$ cat config.mk
export PLATFORM = sky130hd
export DESIGN_NAME = rx_bd_ring
export DESIGN_NICKNAME = d
export VERILOG_FILES = /design/src/rtl/rxr_pkg.sv /design/src/rtl/rxr_ctrl.sv /design/src/rtl/rxr_datapath.sv /design/src/rtl/rx_bd_ring.sv
export SDC_FILE = /design/constraint.sdc
export NUM_CORES = 1
export LEC_CHECK = 0
export CAP_MARGIN = 20
export CORE_MARGIN = 10
export CORE_UTILIZATION = 40
export CTS_CLUSTER_DIAMETER = 80
export CTS_CLUSTER_SIZE = 20
export DETAILED_ROUTE_END_ITERATION = 6
export GPL_TIMING_DRIVEN = 0
export PLACE_DENSITY_LB_ADDON = 0.3
export REMOVE_ABC_BUFFERS = 1
export SETUP_SLACK_MARGIN = 0.05
export SYNTH_ARGS = -nofsm -noshare
export SYNTH_HDL_FRONTEND = slang
export SYNTH_SLANG_ARGS = --single-unit
$ cat constraint.sdc
create_clock -name clk -period 4 [get_ports clk]
set_clock_uncertainty 0.2 [all_clocks]
set_input_delay 1 -clock clk [delete_from_list [all_inputs] [get_ports clk]]
set_output_delay 1 -clock clk [all_outputs]
set_load 0.05 [all_outputs]
$ cat src/rtl/rxr_pkg.sv
package rxr_pkg;
  localparam int HW = 16;
  localparam int BIT_E  = 15;
  localparam int BIT_W  = 13;
  localparam int BIT_I  = 12;
  localparam int BIT_L  = 11;
  localparam int BIT_CM = 9;
  localparam int BIT_OV = 1;

  typedef enum logic [2:0] {
    S_IDLE, S_RD_ST, S_RD_HI, S_RD_LO, S_LOAD, S_OPEN, S_WB_LEN, S_WB_ST
  } rxrState_t;

  typedef struct packed {
    logic       loadBase;
    logic       capStat;
    logic       capHi;
    logic       capLo;
    logic       accept;
    logic       wrLen;
    logic       wrStat;
    logic       advance;
    logic       dropOv;
    logic       dropBusy;
    logic [2:0] addrOff;
  } rxrStrobe_t;
endpackage

$ cat src/rtl/rxr_ctrl.sv
module rxr_ctrl
  import rxr_pkg::*;
(
  input  logic       clk,
  input  logic       rstN,
  input  logic       enable,
  input  logic       rxValid,
  input  logic       rxEnd,
  input  logic       rdEmpty,
  input  logic       cntLast,
  output rxrStrobe_t stb
);
  rxrState_t state, nxt;
  logic      notReady;

  always_ff @(posedge clk) begin
    if (!rstN) begin
      state    <= S_IDLE;
      notReady <= 1'b0;
    end else begin
      state <= nxt;
      if (state == S_RD_HI)     notReady <= !rdEmpty;
      else if (state == S_IDLE) notReady <= 1'b0;
    end
  end

  always_comb begin
    stb = '0;
    nxt = state;
    unique case (state)
      S_IDLE: begin
        stb.loadBase = 1'b1;
        if (enable) nxt = S_RD_ST;
      end
      S_RD_ST: begin
        stb.addrOff = 3'd0;
        nxt = S_RD_HI;
      end
      S_RD_HI: begin
        stb.addrOff = 3'd4;
        stb.capStat = 1'b1;
        nxt = rdEmpty ? S_RD_LO : S_RD_ST;
      end
      S_RD_LO: begin
        stb.addrOff = 3'd6;
        stb.capHi = 1'b1;
        nxt = S_LOAD;
      end
      S_LOAD: begin
        stb.capLo = 1'b1;
        nxt = S_OPEN;
      end
      S_OPEN: begin
        if (rxValid) begin
          stb.accept = 1'b1;
          if (rxEnd || cntLast) nxt = S_WB_LEN;
        end
      end
      S_WB_LEN: begin
        stb.addrOff = 3'd2;
        stb.wrLen = 1'b1;
        nxt = S_WB_ST;
      end
      S_WB_ST: begin
        stb.addrOff = 3'd0;
        stb.wrStat = 1'b1;
        stb.advance = 1'b1;
        nxt = enable ? S_RD_ST : S_IDLE;
      end
      default: nxt = S_IDLE;
    endcase
    if (rxValid && state != S_OPEN && state != S_IDLE) begin
      if (notReady) stb.dropBusy = 1'b1;
      else          stb.dropOv   = 1'b1;
    end
  end
endmodule

$ cat src/rtl/rxr_datapath.sv
module rxr_datapath
  import rxr_pkg::*;
#(
  parameter int ADDR_W = 16
) (
  input  logic              clk,
  input  logic              rstN,
  input  rxrStrobe_t        stb,
  input  logic [ADDR_W-1:0] ringBase,
  input  logic [HW-1:0]     maxLen,
  input  logic [7:0]        rxByte,
  input  logic              rxEnd,
  input  logic [HW-1:0]     dRdata,
  output logic [ADDR_W-1:0] dAddr,
  output logic              dWe,
  output logic [HW-1:0]     dWdata,
  output logic              bWe,
  output logic [2*HW-1:0]   bAddr,
  output logic [7:0]        bData,
  output logic              irq,
  output logic              busyFlag,
  output logic              rdEmpty,
  output logic              cntLast
);
  localparam int BUF_AW = 2 * HW;
  localparam logic [ADDR_W-1:0] DESC_BYTES = ADDR_W'(8);
  localparam logic [ADDR_W-1:0] ALIGN_MASK = ~ADDR_W'(7);

  logic [ADDR_W-1:0] ptr, baseAligned;
  logic [HW-1:0]     stat, bufHi, cnt, lenCnt, closeStat;
  logic [BUF_AW-1:0] bufPtr;
  logic              endSeen, ovPending, ovBuf;

  assign baseAligned = ringBase & ALIGN_MASK;
  assign rdEmpty     = dRdata[BIT_E];
  assign cntLast     = (cnt == HW'(1));

  always_ff @(posedge clk) begin
    if (!rstN) ptr <= '0;
    else if (stb.loadBase) ptr <= baseAligned;
    else if (stb.advance) ptr <= stat[BIT_W] ? baseAligned : ptr + DESC_BYTES;
  end

  always_ff @(posedge clk) begin
    if (!rstN) begin
      stat <= '0;
      bufHi <= '0;
    end else begin
      if (stb.capStat) stat <= dRdata;
      if (stb.capHi) bufHi <= dRdata;
    end
  end

  always_ff @(posedge clk) begin
    if (!rstN) begin
      bufPtr <= '0; cnt <= '0; lenCnt <= '0; endSeen <= 1'b0;
      bWe <= 1'b0; bAddr <= '0; bData <= '0;
    end else begin
      bWe <= 1'b0;
      if (stb.capLo) begin
        bufPtr  <= {bufHi, dRdata};
        cnt     <= maxLen;
        lenCnt  <= '0;
        endSeen <= 1'b0;
      end else if (stb.accept) begin
        bWe     <= 1'b1;
        bAddr   <= bufPtr;
        bData   <= rxByte;
        bufPtr  <= bufPtr + BUF_AW'(1);
        cnt     <= cnt - HW'(1);
        lenCnt  <= lenCnt + HW'(1);
        endSeen <= rxEnd;
      end
    end
  end

  always_ff @(posedge clk) begin
    if (!rstN) begin
      ovPending <= 1'b0; ovBuf <= 1'b0; busyFlag <= 1'b0; irq <= 1'b0;
    end else begin
      if (stb.capLo) begin
        ovBuf     <= ovPending | stb.dropOv;
        ovPending <= 1'b0;
      end else begin
        ovPending <= ovPending | stb.dropOv;
      end
      busyFlag <= busyFlag | stb.dropBusy;
      irq      <= stb.wrStat & stat[BIT_I];
    end
  end

  always_comb begin
    closeStat         = stat;
    closeStat[BIT_E]  = stat[BIT_CM];
    closeStat[BIT_L]  = endSeen;
    closeStat[BIT_OV] = ovBuf;
  end

  assign dAddr  = ptr | ADDR_W'(stb.addrOff);
  assign dWe    = stb.wrLen | stb.wrStat;
  assign dWdata = stb.wrLen ? lenCnt : closeStat;
endmodule

$ cat src/rtl/rx_bd_ring.sv
module rx_bd_ring
  import rxr_pkg::*;
#(
  parameter int ADDR_W = 16
) (
  input  logic              clk,
  input  logic              rstN,
  input  logic              enable,
  input  logic [ADDR_W-1:0] ringBase,
  input  logic [15:0]       maxLen,
  input  logic              rxValid,
  input  logic [7:0]        rxByte,
  input  logic              rxEnd,
  output logic [ADDR_W-1:0] dAddr,
  output logic              dWe,
  output logic [15:0]       dWdata,
  input  logic [15:0]       dRdata,
  output logic              bWe,
  output logic [31:0]       bAddr,
  output logic [7:0]        bData,
  output logic              irq,
  output logic              busyFlag
);
  rxrStrobe_t stb;
  logic       rdEmpty, cntLast;

  rxr_ctrl u_ctrl (
    .clk(clk), .rstN(rstN), .enable(enable), .rxValid(rxValid), .rxEnd(rxEnd),
    .rdEmpty(rdEmpty), .cntLast(cntLast), .stb(stb)
  );

  rxr_datapath #(.ADDR_W(ADDR_W)) u_dp (
    .clk(clk), .rstN(rstN), .stb(stb), .ringBase(ringBase), .maxLen(maxLen),
    .rxByte(rxByte), .rxEnd(rxEnd), .dRdata(dRdata), .dAddr(dAddr), .dWe(dWe),
    .dWdata(dWdata), .bWe(bWe), .bAddr(bAddr), .bData(bData), .irq(irq),
    .busyFlag(busyFlag), .rdEmpty(rdEmpty), .cntLast(cntLast)
  );
endmodule

==> summary.md <==
| Metric | Value |
|---|---|
| Number of vias after detailed routing | 7,541 |
| Critical path destination | dWdata[6] |
| Clock tree from TritonCTS | built |
| R2r setup slk | 1.21 ns |
| TritonCTS Buffers | 17 |
| Clock slew at reported path FFs | 0.06 ns |
| Met1 global-route usage | 0.229 |
| Yosys synthesis warning count | 0 |
| Maximum achievable frequency | 267 MHz |
| Leading post-synthesis cells by cell area | dfxtp_1, nand2_1, a21oi_1 |
| DPL Wire Length | 16.2 mm |
| Launching instance or port of the critical path | u_ctrl.state[1]$_SDFFE_PN0P_ |
| Run status | finished clean |
| CTS HTree Levels | 4 |
| Most frequent cells in the layout | nand2_1, dfxtp_1, clkdlybuf4s50_1 |
| Setup TNS after final layout | 0 ns |
| Slew Limit Headroom | 0.323 |
| Remaining design rule violation count | 0 |
| Post-synth EDFFs | 0 |
| Average routed wire per standard cell | 17.2 µm |
| Final max-slew violation count | 0 |
| Startpoint type of the worst setup path | register |
| Die area | 25,600 µm² |
| Total routing resource utilization after global routing | 0.176 |
| Beginning of the worst register-to-register path | u_ctrl.state[0]$_SDFFE_PN0P_ |
| Boundary Pins | 137 |
| Post-detailed-route count of antenna-violating nets | 0 |
| Total wire length | 23.2 mm |
| Buffer depth of the longest clock path | 2 |
| Period utilization | 0.936 |
| Sequential share of the synthesized area | 0.406 |
| DR pass1 iterations | 5 |
| Layer with the highest usage | met2 |
| Leftover overflow at the end of global routing | 0 |
| Maximum number of pins on one net before global-route repair | 79 |
| Max IR drop VDD | 0.322 mV |
| Ratio of cells with drive above 1 in the final layout | 0.0781 |
| Unrepaired setup endpoints after global routing | false |
| Worst reg2reg path depth | 7 |
| Max-capacitance violation count | 0 |
| Dominant register cell in the synthesized netlist | dfxtp_1 |
| Number of vias per cell | 5.57 |
| Number of setup violations in the final report | 0 |
| Min-delay worst type | reg -> reg |
| Initial DRC count | 628 |
| Critical path start-end classification | reg -> out |
| Post-synthesis instance area | 7850 µm² |
| FP Rows | 51 |
| Count of hold-fix buffers inserted at cts | 0 |
| Met3 Use GR | 0.0460 |
| Wire length of the first global-routing pass | 37.6 mm |
| Port bufs | 133 |
| Final Wtd Congestion | 0.848 |
| Share of the synthesized area in the top cell type | 0.406 |
| Utilization of the core after routing | 0.511 |
| Slew at the pin with the worst max-slew slack | 1.02 ns |
| Sort of element at the end of the critical path | output pin |
| Number of register bits inferred by synthesis | 159 |
| DIE HEIGHT | 160 µm |
| Area of the core | 19,400 µm² |
| Final net count | 1,141 |
| Terminus of the critical flop-to-flop path | u_dp.bufPtr[13]$_SDFFE_PN0P_ |
| Post-CTS Setup Inserts | 0 |
| Hold Vio Cnt, Final | 0 |
| Netlist cell types | 68 |
| Leak pwr | 3.42 nW |
| CTS root buffer | clkbuf_16 |
| Filler Cell Count | 1,903 |
| Async SR Flop Fraction | 0 |
| # clock sinks | 159 |
| Post-layout min period | 3.75 ns |
| Crit path max fanout | 29 |
| Number of standard cells after synthesis | 997 |
| Global Route met2 Usage | 0.276 |
| Mean cell area of the mapped netlist | 7.87 µm² |
| Leading cell type in the layout, fill and taps excluded | nand2_1 |
| Clock latency on the worst-skew pair | 0.43 ns |
| Number of antenna violations at the first check in global routing | 0 |
| Required time at the worst-slack endpoint | 2.80 ns |
| Antenna Cells | 0 |
| Starting density of the core | 0.404 |
| P per Cell Area | 380 nW/µm² |
| Die Span X | 160 µm |
| Data arrival time at the worst-slack endpoint | 2.55 ns |
| Layout overhead on the synthesized area | 26.3% |
| Library cell occupying the most area in the post-synthesis netlist | dfxtp_1 |
| Vias in the first global route | 7,033 |
## power by group
part / internal [mW] / leakage, nW / total (mW) / switching [mW]
logic: 0.141 / 1.84 / 0.356 / 0.215
clock network: 1.06 / 0.300 / 1.75 / 0.683
registers: 1.61 / 1.29 / 1.66 / 0.0458
total: 2.82 / 3.42 / 3.76 / 0.944
## per-layer routing
metal | share of wire | vias up
met5 | 0 | -
met4 | 0.018 | 0
met3 | 0.062 | 26
met2 | 0.46 | 224
met1 | 0.46 | 3551
li1 | - | 3740
## area by class of cell
cell class              count  area [µm²]  area share
clock buffers              19         443      0.0447
clock inverters            13         188      0.0189
inverters                  22        85.1     0.00859
multi-input cells         731        4170       0.421
flip-flops and latches    159        3190       0.322
well taps                 265         332      0.0335
repair buffers            144        1510       0.152
## worst max-delay path, stage by stage, from the launching register on
cell           delay [ns]
dfxtp_2              0.63
and2_1               0.27
nand2_2              0.31
mux2_2               0.37
dlygate4sd2_1        0.54
## cell families after synthesis
group / after synthesis / share of synthesized area
fa+ha+maj: 5 / 0.00797
simple gates: 432 / 0.274
buf+inv: 107 / 0.0651
xor+xnor: 13 / 0.0145
flops: 159 / 0.406
compound gates: 268 / 0.214
mux: 13 / 0.0185
## stage by stage
step	area, µm²	worst slack (ns)	total power, mW	hold slack [ns]	std cells
after floorplan	7420	-0.968	1.88	0.232	912
after global placement	9080	-4.89	2.05	0.235	1310
after detailed placement	9290	-0.176	2.06	0.238	1321
after CTS	9900	0.0835	3.79	0.248	1353
after global routing	9910	0.122	3.89	0.267	1353
final	9910	0.255	3.76	0.245	1353
## worst min-delay path by stage
stage	start	end	slack (ns)	cells past startpoint
floorplan	u_dp.bufHi[4]$_SDFFE_PN0P_	u_dp.bufHi[4]$_SDFFE_PN0P_	0.23	2
global placement	u_dp.busyFlag$_SDFF_PN0_	u_dp.busyFlag$_SDFF_PN0_	0.24	2
detailed placement	u_dp.busyFlag$_SDFF_PN0_	u_dp.busyFlag$_SDFF_PN0_	0.24	2
CTS	u_dp.busyFlag$_SDFF_PN0_	u_dp.busyFlag$_SDFF_PN0_	0.25	2
global route	u_dp.stat[5]$_SDFFE_PN0P_	u_dp.stat[5]$_SDFFE_PN0P_	0.27	2
finish	u_dp.busyFlag$_SDFF_PN0_	u_dp.busyFlag$_SDFF_PN0_	0.24	2
## state kept, by name (all words and copies together), names as in the netlist, 3 cells and up
signal,flops
u_dp.bAddr,32
u_dp.bufPtr,32
u_dp.bufHi,16
u_dp.cnt,16
u_dp.lenCnt,16
u_dp.ptr,16
u_dp.stat,13
u_dp.bData,8
u_ctrl.state,3
## Yosys cell counts (all sizes together) (3+ instances only)
master / instances
nand2: 203
dfxtp: 159
a21oi: 113
buf: 50
nor2: 47
clkbuf: 35
nand3: 35
o21ai: 35
a31oi: 29
or3: 26
and3: 23
inv: 22
nand4: 22
o211ai: 14
nor3: 13
mux2: 12
a22oi: 11
and2: 10
or4: 10
and4: 9
nor4: 9
o311ai: 8
xor2: 7
o21a: 6
o31a: 6
or2: 6
xnor2: 6
a221oi: 5
a31o: 5
a32oi: 5
ha: 5
a2bb2oi: 4
nand3b: 4
o2111ai: 4
a21boi: 3
a21o: 3
nand4b: 3
nor4bb: 3
## what timing repair did
item                                    in CTS  in global routing
endpoints found under the setup margin      17                  1
gates cloned                                 0                  0
resized for setup                           20                  2
No activity file was read; power rests on OpenSTA's default activity.
